<file path="src/rtl/brd_irq_pkg.sv">
package brd_irq_pkg;

    localparam int REG_W    = 32;
    localparam int BUS_AW   = 8;
    localparam int N_LINES  = 16;
    localparam int N_GP     = 8;

    localparam logic [REG_W-1:0] IRQ_WMASK = 32'h000F_EEFF;

    localparam logic [BUS_AW-1:0] OFF_ENABLE = 8'hC0;
    localparam logic [BUS_AW-1:0] OFF_PEND   = 8'hD0;
    localparam logic [BUS_AW-1:0] OFF_SOCK0  = 8'hE0;
    localparam logic [BUS_AW-1:0] OFF_SOCK1  = 8'hE4;

    localparam int SOCK_RW_W   = 5;
    localparam int SOCK_CD_BIT = 5;
    localparam int SOCK_RDY_BIT = 10;
    localparam int CD_LINE0    = 9;
    localparam int CD_LINE1    = 13;

    typedef enum logic [0:0] {
        IRQ_IDLE   = 1'b0,
        IRQ_RAISED = 1'b1
    } irq_state_e;

    function automatic logic [BUS_AW-1:0] gp_offset(input int idx);
        logic [BUS_AW-1:0] off;
        case (idx)
            0:       off = 8'h10;
            1:       off = 8'h14;
            2:       off = 8'h40;
            3:       off = 8'h60;
            4:       off = 8'h80;
            5:       off = 8'h84;
            6:       off = 8'h88;
            default: off = 8'h90;
        endcase
        return off;
    endfunction

endpackage

</file>
<file path="src/rtl/brd_gp_bank.sv">
module brd_gp_bank
    import brd_irq_pkg::*;
#(
    parameter int N_WORDS = N_GP,
    parameter int DW      = REG_W,
    parameter int AW      = BUS_AW
) (
    input  logic          clk,
    input  logic          rst_n,
    input  logic          wr,
    input  logic [AW-1:0] addr,
    input  logic [DW-1:0] wdata,
    output logic [DW-1:0] rdata,
    output logic          hit
);

    logic [N_WORDS-1:0] sel;
    logic [DW-1:0]      word_q [N_WORDS];

    for (genvar g = 0; g < N_WORDS; g++) begin : g_word
        assign sel[g] = (addr == AW'(gp_offset(g)));

        always_ff @(posedge clk or negedge rst_n) begin
            if (!rst_n) begin
                word_q[g] <= '0;
            end else if (wr && sel[g]) begin
                word_q[g] <= wdata;
            end
        end
    end

    always_comb begin
        rdata = '0;
        for (int i = 0; i < N_WORDS; i++) begin
            if (sel[i]) rdata = rdata | word_q[i];
        end
    end

    assign hit = |sel;

endmodule

</file>
<file path="src/rtl/brd_sock_reg.sv">
module brd_sock_reg
    import brd_irq_pkg::*;
#(
    parameter int DW      = REG_W,
    parameter int RW_W    = SOCK_RW_W,
    parameter int CD_BIT  = SOCK_CD_BIT,
    parameter int RDY_BIT = SOCK_RDY_BIT
) (
    input  logic            clk,
    input  logic            rst_n,
    input  logic            wr,
    input  logic [RW_W-1:0] wdata,
    input  logic            card_line,
    output logic [DW-1:0]   value
);

    logic [RW_W-1:0] ctl_q;
    logic            cd_n_q;

    always_ff @(posedge clk or negedge rst_n) begin
        if (!rst_n) begin
            ctl_q  <= '0;
            cd_n_q <= 1'b1;
        end else begin
            cd_n_q <= ~card_line;
            if (wr) ctl_q <= wdata;
        end
    end

    always_comb begin
        value             = '0;
        value[RW_W-1:0]   = ctl_q;
        value[CD_BIT]     = cd_n_q;
        value[RDY_BIT]    = 1'b1;
    end

endmodule

</file>
<file path="src/rtl/brd_irq_core.sv">
module brd_irq_core
    import brd_irq_pkg::*;
#(
    parameter int               DW     = REG_W,
    parameter int               NL     = N_LINES,
    parameter logic [DW-1:0]    WMASK  = IRQ_WMASK
) (
    input  logic          clk,
    input  logic          rst_n,
    input  logic          en_wr,
    input  logic          pend_wr,
    input  logic [DW-1:0] wdata,
    input  logic [NL-1:0] lines,
    output logic [DW-1:0] en_q,
    output logic [DW-1:0] pend_q,
    output logic          irq_out
);

    logic [DW-1:0] lines_ext;
    logic [DW-1:0] en_nxt;
    logic [DW-1:0] pend_nxt;
    logic          fire;
    irq_state_e    state_q;
    irq_state_e    state_nxt;

    assign lines_ext = DW'(lines);

    // Software value first, then enabled lines merged on top.
    always_comb begin
        en_nxt   = en_wr   ? (wdata & WMASK) : en_q;
        pend_nxt = (pend_wr ? (wdata & WMASK) : pend_q) | (lines_ext & en_nxt);
        fire     = |(pend_nxt & en_nxt);
    end

    always_ff @(posedge clk or negedge rst_n) begin
        if (!rst_n) begin
            en_q   <= '0;
            pend_q <= '0;
        end else begin
            en_q   <= en_nxt;
            pend_q <= pend_nxt;
        end
    end

    // State register.
    always_ff @(posedge clk or negedge rst_n) begin
        if (!rst_n) state_q <= IRQ_IDLE;
        else        state_q <= state_nxt;
    end

    // Transitions: raise and drop.
    always_comb begin
        state_nxt = state_q;
        unique case (state_q)
            IRQ_IDLE:   if (fire)  state_nxt = IRQ_RAISED;
            IRQ_RAISED: if (!fire) state_nxt = IRQ_IDLE;
        endcase
    end

    // Output process.
    always_comb begin
        irq_out = (state_q == IRQ_RAISED);
    end

endmodule

</file>
<file path="src/rtl/brd_irq_regfile.sv">
module brd_irq_regfile
    import brd_irq_pkg::*;
#(
    parameter int            DW    = REG_W,
    parameter int            AW    = BUS_AW,
    parameter int            NL    = N_LINES,
    parameter logic [DW-1:0] WMASK = IRQ_WMASK
) (
    input  logic          clk,
    input  logic          rst_n,
    input  logic [AW-1:0] bus_addr,
    input  logic          bus_wr,
    input  logic [DW-1:0] bus_wdata,
    output logic [DW-1:0] bus_rdata,
    input  logic [NL-1:0] irq_lines,
    output logic          host_irq
);

    logic          sel_en;
    logic          sel_pend;
    logic          sel_s0;
    logic          sel_s1;
    logic [DW-1:0] gp_rdata;
    logic          gp_hit;
    logic [DW-1:0] en_q;
    logic [DW-1:0] pend_q;
    logic [DW-1:0] sock0_val;
    logic [DW-1:0] sock1_val;

    assign sel_en   = (bus_addr == AW'(OFF_ENABLE));
    assign sel_pend = (bus_addr == AW'(OFF_PEND));
    assign sel_s0   = (bus_addr == AW'(OFF_SOCK0));
    assign sel_s1   = (bus_addr == AW'(OFF_SOCK1));

    brd_gp_bank #(
        .N_WORDS (N_GP),
        .DW      (DW),
        .AW      (AW)
    ) u_gp (
        .clk   (clk),
        .rst_n (rst_n),
        .wr    (bus_wr),
        .addr  (bus_addr),
        .wdata (bus_wdata),
        .rdata (gp_rdata),
        .hit   (gp_hit)
    );

    brd_irq_core #(
        .DW    (DW),
        .NL    (NL),
        .WMASK (WMASK)
    ) u_core (
        .clk     (clk),
        .rst_n   (rst_n),
        .en_wr   (bus_wr && sel_en),
        .pend_wr (bus_wr && sel_pend),
        .wdata   (bus_wdata),
        .lines   (irq_lines),
        .en_q    (en_q),
        .pend_q  (pend_q),
        .irq_out (host_irq)
    );

    brd_sock_reg #(
        .DW      (DW),
        .RW_W    (SOCK_RW_W),
        .CD_BIT  (SOCK_CD_BIT),
        .RDY_BIT (SOCK_RDY_BIT)
    ) u_sock0 (
        .clk       (clk),
        .rst_n     (rst_n),
        .wr        (bus_wr && sel_s0),
        .wdata     (bus_wdata[SOCK_RW_W-1:0]),
        .card_line (irq_lines[CD_LINE0]),
        .value     (sock0_val)
    );

    brd_sock_reg #(
        .DW      (DW),
        .RW_W    (SOCK_RW_W),
        .CD_BIT  (SOCK_CD_BIT),
        .RDY_BIT (SOCK_RDY_BIT)
    ) u_sock1 (
        .clk       (clk),
        .rst_n     (rst_n),
        .wr        (bus_wr && sel_s1),
        .wdata     (bus_wdata[SOCK_RW_W-1:0]),
        .card_line (irq_lines[CD_LINE1]),
        .value     (sock1_val)
    );

    always_comb begin
        bus_rdata = '0;
        if (gp_hit)        bus_rdata = gp_rdata;
        else if (sel_en)   bus_rdata = en_q;
        else if (sel_pend) bus_rdata = pend_q;
        else if (sel_s0)   bus_rdata = sock0_val;
        else if (sel_s1)   bus_rdata = sock1_val;
    end

endmodule

</file>
<file path="config.mk">
export PLATFORM = sky130hd
export DESIGN_NAME = brd_irq_regfile
export DESIGN_NICKNAME = d
export VERILOG_FILES = /design/src/rtl/brd_irq_pkg.sv /design/src/rtl/brd_gp_bank.sv /design/src/rtl/brd_sock_reg.sv /design/src/rtl/brd_irq_core.sv /design/src/rtl/brd_irq_regfile.sv
export SDC_FILE = /design/constraint.sdc
export NUM_CORES = 1
export LEC_CHECK = 0
export BUFFER_PORTS_ARGS = -buffer_cell sky130_fd_sc_hd__buf_2
export CAP_MARGIN = 20
export CORE_ASPECT_RATIO = 2
export CORE_MARGIN = 5
export CORE_UTILIZATION = 35
export CTS_BUF_LIST = sky130_fd_sc_hd__clkbuf_4
export CTS_CLUSTER_DIAMETER = 50
export DETAILED_ROUTE_END_ITERATION = 8
export MAX_ROUTING_LAYER = met4
export PLACE_DENSITY_LB_ADDON = 0.2
export RECOVER_POWER = 50
export SYNTH_ARGS = -nofsm -noshare
export SYNTH_HDL_FRONTEND = slang
export SYNTH_SLANG_ARGS = --single-unit
</file>
<file path="constraint.sdc">
create_clock -name clk -period 3.3 [get_ports clk]
set_clock_uncertainty 0.15 [all_clocks]
set_input_delay 0.495 -clock clk [delete_from_list [all_inputs] [get_ports clk]]
set_output_delay 0.495 -clock clk [all_outputs]
set_load 0.02 [all_outputs]
</file>
==> results of run 1 <==
metal layers:
layer | part of all wire, % | vias up | wire [µm]
met5 | 0 | - | 0
li1 | - | 4999 | -
met4 | 4.3 | 0 | 2105
met3 | 4.0 | 120 | 1946
met2 | 55 | 309 | 27120
met1 | 36 | 5884 | 17830
flip-flops by register name (all words and copies together), names as in the netlist:
register and cells:
u_core.en_q 32, u_sock0.ctl_q 5, u_gp.word_q 256, u_core.irq_out 1, u_sock1.cd_n_q 1, u_sock0.cd_n_q 1, u_core.pend_q 32, u_sock1.ctl_q 5
Yosys cell counts, drive strengths merged (7+ instances only):
master	count
nor2	26
nand3	30
mux2	316
nor4	11
dfrtp	331
inv	7
nand2	68
buf	36
a21oi	13
a222oi	33
a41oi	25
clkbuf	63
and2	26
a221oi	30
a31oi	7
nor3	10
a22oi	78
worst max-delay path, delay by kind of cell:
family / cells / cell delay [ns]
and+or+nand+nor: 4 / 1.32
AOI/OAI and AO/OA: 2 / 0.33
buffers and inverters: 3 / 0.56
kinds of logic (layout without fill, tap and decap cells):
family                 count (synthesis)  count (layout)  share of synthesized area, %
buffers and inverters                106             391                         2.895
muxes                                319             319                         23.19
other                                  0               2                             0
and+or+nand+nor                      193             193                         6.591
AOI/OAI and AO/OA                    221             221                         13.44
DFF                                  333             333                         53.88
what timing repair did:
item,in CTS,in global routing
setup buffers,5,3
hold endpoints to repair,233,0
hold buffers,49,0
gates cloned,0,2
gates resized for setup,37,48
setup endpoints to repair,32,27
pin swaps,1,1
power breakdown:
part	internal, W	switching, W	leakage (nW)
registers	0.00432	0.000186	4.56
clock network	0.00158	0.00166	0.561
logic	0.000429	0.000429	3.95
layout make-up:
cell class	count	area (µm²)
clock inverter	17	63.81
timing repair buffer	252	2165
clock buffer	115	863.3
inverter	7	26.28
antenna	2	5.005
tap	555	694.4
sequential	333	8335
multi-input combinational	733	7092
fill	4128	24810
per-stage QoR:
stage	total power (W)	area (µm²)
2_1_floorplan	0.004913	15470
3_3_place_gp	0.005272	17280
3_5_place_dp	0.005297	17280
4_1_cts	0.008719	18930
5_1_grt	0.009029	19240
6_report	0.008606	19240
how the worst min path moves through the flow:
stage / from / to / slack, ns / cells after the start
2_1_floorplan: rst_n / u_core.en_q[0]$_DFF_PN0_ / 0.05 / 0
3_3_place_gp: u_gp.word_q[25]$_DFFE_PN0P_ / u_gp.word_q[25]$_DFFE_PN0P_ / 0.32 / 1
3_5_place_dp: u_gp.word_q[25]$_DFFE_PN0P_ / u_gp.word_q[25]$_DFFE_PN0P_ / 0.33 / 1
4_1_cts: bus_wdata[15] / u_gp.word_q[143]$_DFFE_PN0P_ / 0.003 / 2
5_1_grt: bus_wdata[15] / u_gp.word_q[175]$_DFFE_PN0P_ / 0.02 / 2
6_report: bus_wdata[15] / u_gp.word_q[143]$_DFFE_PN0P_ / 0.04 / 2
==> results.ini, run 1 <==
[finish]
fin_cells = 2014
utilization_pct = 43.69
syn_to_final_growth_pct = 24.39
final_common_cell = dfrtp_1
nNetsFinal = 1463
drive_above_1_share_pct = 47.91
layout_common_cells = dfrtp_1 (331), mux2_2 (300), clkbuf_4 (115), buf_4 (88), a22oi_1 (78)

[yosys]
synth-seq-cells = 333
synth_largest_area_cell = dfrtp_1
synth_top_area_share_pct = 53.54
synth_cell_types = 51
ys_seq_area_share_pct = 53.88
syn_nets = 1231
synth_warnings = 0
synth-async-reset-ratio_pct = 100.0
netlist_instances = 1172
avgSynthCellArea_um2 = 13.20
syn_area_um2 = 15470
synthTopCellsByArea = dfrtp_1 (54%), mux2_2 (22%), a22oi_1 (3.8%), a221oi_2 (2.4%), a222oi_1 (2.1%)
synthFlopType = dfrtp_1
synth_edf_count = 0

[setup_path]
endpoint_kind = output port
worst_r2r_endpoint = u_core.irq_out$_DFF_PN0_
r2r_setup_slack_ns = 0.88
critPathArrivalTime_ns = 2.71
critPathKind = input pin to output port
crit_slowest_cell = or4_4
worst_setup_path_start_kind = input pin
crit_end = bus_rdata[16]
reg2reg_depth = 6
crit_path_start = bus_addr[2]
path_cells = buf_2 -> or4_4 -> nor3_4 -> or4_4 -> or4_4 -> buf_4 -> a221oi_4 -> a41oi_2 -> buf_4
r2r-start = u_core.en_q[21]$_DFF_PN0_
path_common_cell = or4_4
critical_path.max_stage_delay_ns = 0.57
cp_max_fo = 7
worstPathRequired_ns = 2.65

[global_route]
antenna_found_initial = 2
grt_max_degree = 83
grt_first_pass_wirelength_um = 74700
met3_usage_pct = 3.361
grt.overflow.total = 0
grtUsageTotal_pct = 20.76
grt_pass1_vias = 12520
top_usage_layer = met2
grtUsageMet2_pct = 37.19
use_met1_pct = 22.31

[run_status]
outcome = finished, violations left
violations = capacitance limit, slew limit, setup timing

[cts]
htree_levels = 3
clk_latency_ns = 0.75
path_clk_slew_ns = 0.07
root_buffer = clkbuf_4
clock-sinks = 333
clockBufferDepth = 3
cts_tree = built
numCtsBuffers = 77

[power]
vdd_drop_max_mv = 0.2103
powerDensity_nw_per_um2 = 447.2
leakage_nw = 9.074

[placement]
place.gp.congestion = 0.9279
dp_slack_ns = -0.2353
hpwl_um = 33040
dp_cells = 1824
port_buffers = 91

[timing]
finalSetupViolations = 14
max_slew_margin_pct = -53.34
slew_viol_final = 81
rsz0062_at_grt = true
worst_slew_pin_slew_ns = 2.300
layout_worst_path_cycle_share_pct = 101.7
setup_tns_ns = -0.3672
fin_crit_ns = 3.358
timing.hold.ws_ns = 0.04044
max_freq_mhz = 297.8
setup_slack_ns = -0.05757
hold_violations = 0

[detailed_routing]
firstDrtPassIters = 5
wire_per_inst_um = 24.33
routed_wl_um = 49010
vias = 11310
drtIter0Drc = 620
remaining_drc_errors = 0
via_per_inst = 5.617
ant_nets = 0

[hold_path]
hp-class = input pin to flip-flop

[die]
rows = 109
initial_core_util_pct = 35.12
die_w_um = 158.7
ios = 92
die-area_um2 = 48760
core-area_um2 = 44050
die_y_um = 307.3

[run]
maxCapViolCount = 1

No activity file was read; power rests on OpenSTA's default activity.
==> inputs of run 2 (changes only) <==
- PLACE_DENSITY: default -> 0.56
- PLACE_DENSITY_LB_ADDON: 0.2 -> default
==> run 2 against run 1 <==
The flow still finishes with violations (capacitance limit, slew limit, setup timing). Critical endpoint is now bus_rdata[9]. Critical path type unchanged. Critical path depth did not move. Worst hold slack improved by 0.051 ns. Design area rose by 1.1%. Sequential share of layout area fell by 0.49 points. Total power rose by 1.5%. Clock power rose by 3%. Largest power group unchanged. First-iteration DRC count rose by 26%. Maximum frequency fell by 0.62%.
==> results.ini, run 2 (synthesized netlist as in run 1, its figures left out) <==
[setup_path]
worstPathRequired_ns = 2.65  ; about the same
endpoint_kind = output port
critPathKind = input pin to output port
r2r_setup_slack_ns = 1.15  ; +0.27 ns
critPathArrivalTime_ns = 2.73  ; +0.02 ns
reg2reg_depth = 6  ; unchanged
cp_max_fo = 8  ; +1
r2r-start = u_core.en_q[21]$_DFF_PN0_
worst_r2r_endpoint = u_core.irq_out$_DFF_PN0_
worst_setup_path_start_kind = input pin

[timing]
max_freq_mhz = 296.0  ; -0.62%
layout_worst_path_cycle_share_pct = 102.4  ; +0.63 points
fin_crit_ns = 3.378  ; +0.02091 ns
max_slew_margin_pct = -59.87  ; -6.5 points
setup_slack_ns = -0.07848  ; -0.02091 ns
slew_viol_final = 86  ; +6.2%
hold_violations = 0  ; unchanged
setup_tns_ns = -0.2622  ; +0.1051 ns
finalSetupViolations = 6  ; -8
rsz0062_at_grt = true
worst_slew_pin_slew_ns = 2.398  ; +0.09804 ns

[die]
die-area_um2 = 48760  ; unchanged
die_y_um = 307.3  ; unchanged
rows = 109  ; unchanged
die_w_um = 158.7  ; unchanged
core-area_um2 = 44050  ; unchanged
initial_core_util_pct = 35.12  ; unchanged
ios = 92  ; unchanged

[hold_path]
worstHoldStart = bus_wdata[0]
min_to = u_gp.word_q[160]$_DFFE_PN0P_
hold-path-cell-count = 2  ; unchanged
hp-class = input pin to flip-flop

[cts]
clock-sinks = 333  ; unchanged
clk_latency_ns = 0.76  ; about the same
clockBufferDepth = 3  ; unchanged
numCtsBuffers = 78  ; +1.3%
path_clk_slew_ns = 0.07  ; about the same
cts_tree = built
htree_levels = 3  ; unchanged
root_buffer = clkbuf_4

[global_route]
grt_first_pass_wirelength_um = 75330  ; +0.84%
grtUsageTotal_pct = 21.17  ; +0.40 points
grt_pass1_vias = 12360  ; -1.3%
antenna_found_initial = 2  ; unchanged
grt.overflow.total = 0  ; unchanged
grt_max_degree = 87  ; +4.8%

[power]
seq_power_share_pct = 51.7  ; -0.7 points
p_int_w = 0.006468  ; +2.1%
vdd_drop_max_mv = 0.2888  ; +37%
p_sw_w = 0.002268  ; -0.16%
power.share.clock_pct = 38.3  ; +0.6 points
leakage_nw = 9.137  ; +0.70%
swShare_pct = 25.96  ; -0.43 points
p_total_w = 0.008736  ; +1.5%
powerDensity_nw_per_um2 = 448.8  ; +0.35%
comb_power_share_pct = 10.0  ; about the same

[detailed_routing]
via_per_inst = 5.644  ; +0.49%
firstDrtPassIters = 6  ; +1
remaining_drc_errors = 0  ; unchanged
wire_per_inst_um = 24.61  ; +1.1%
routed_wl_um = 49810  ; +1.6%
ant_nets = 0  ; unchanged
vias = 11420  ; +0.99%
drtIter0Drc = 782  ; +26%

[placement]
hpwl_um = 33410  ; +1.1%
place.gp.congestion = 0.8694  ; -6.3%
dpl_cell_area_um2 = 17250  ; -0.13%
port_buffers = 91  ; unchanged

[finish]
syn_to_final_growth_pct = 25.81
fin_area_um2 = 19460  ; +1.1%
largest_reg_flops = 256  ; unchanged
layout_common_cells = dfrtp_1 (331), mux2_2 (300), clkbuf_4 (113), buf_4 (100), a22oi_1 (77)
drive_above_1_share_pct = 48.33  ; +0.42 points
regMostFlops = u_gp.word_q
final_common_cell = dfrtp_1
top_regs = u_gp.word_q (256), u_core.en_q (32), u_core.pend_q (32)
nNetsFinal = 1478  ; +1.0%

[run_status]
violations = capacitance limit, slew limit, setup timing
outcome = finished, violations left

[run]
maxCapViolCount = 1  ; unchanged

==> run 2: cell count changes in the layout (fill, tap and decap cells not counted), moves of 3 or more <==
cell           before  now
buf_4              88  100
clkinv_1           15    8
buf_6              25   29
a221oi_2            9    6
buf_2              65   54
a221oi_4           16   19
dlygate4sd3_1      49   56
==> run 2: power groups by stage <==
| stage | combinational (W) | sequential, W | clock, W |
|---|---|---|---|
| after CTS | 0.000870 | 0.00450 | 0.00349 |
| final | 0.000873 | 0.00452 | 0.00335 |
| after global placement | 0.000701 | 0.00457 | 0 |
| after global routing | 0.000954 | 0.00453 | 0.00366 |
| after detailed placement | 0.000723 | 0.00458 | 0 |
| after floorplan | 0.000395 | 0.00452 | 0 |
==> run 2: worst max path at each step <==
stage	startpoint	endpoint	slack, ns	cells past startpoint
after floorplan	bus_addr[4]	bus_rdata[6]	0.08	9
after global placement	bus_addr[4]	bus_rdata[6]	-0.38	10
after detailed placement	bus_addr[4]	bus_rdata[6]	-0.40	10
after CTS	bus_addr[7]	bus_rdata[6]	-0.13	10
after global routing	bus_addr[7]	bus_rdata[6]	-0.12	10
final	bus_addr[7]	bus_rdata[9]	-0.08	9
==> run 2: layout make-up <==
cell class / count / area (µm²)
Fill cell: 4075 / 24590
Sequential cell: 333 / 8335
Multi-Input combinational cell: 733 / 7139
Timing Repair Buffer: 266 / 2301
Clock buffer: 112 / 840.8
Tap cell: 555 / 694.4
Clock inverter: 16 / 122.6
Inverter: 7 / 26.28
Antenna cell: 2 / 5.005
==> run 2: metrics by stage <==
stage	hold slack [ns]	cells	setup slack [ns]	utilization [%]
final	0.09121	2024	-0.07848	44.19
after global routing	0.04908	2024	-0.1154	44.19
after CTS	0.01042	2014	-0.1270	43.49
after detailed placement	0.3320	1826	-0.3975	39.17
after global placement	0.3205	1826	-0.3841	39.17
after floorplan	0.04941	1172	0.07691	-
==> run 2: critical path, cell delays in order <==
cell,delay [ns]
buf_6,0.09
or4b_4,0.24
nor2_4,0.04
or4_4,0.48
or4_4,0.48
buf_12,0.18
a221oi_2,0.40
a41oi_2,0.11
buf_2,0.20
==> run 2: metal layers <==
layer	GRT usage (%)	routed length, µm
met2	37.78	27640
met1	22.49	18140
met4	9.750	2216
met5	-	0
met3	3.445	1816
==> run 2: timing repair <==
| action | CTS | global route |
|---|---|---|
| hold buffers | 56 | 0 |
| setup buffers | 4 | 8 |
| pin swaps | 2 | 2 |
| setup endpoints to repair | 32 | 31 |
| endpoints found under the hold margin | 269 | 0 |
| resized for setup | 59 | 55 |
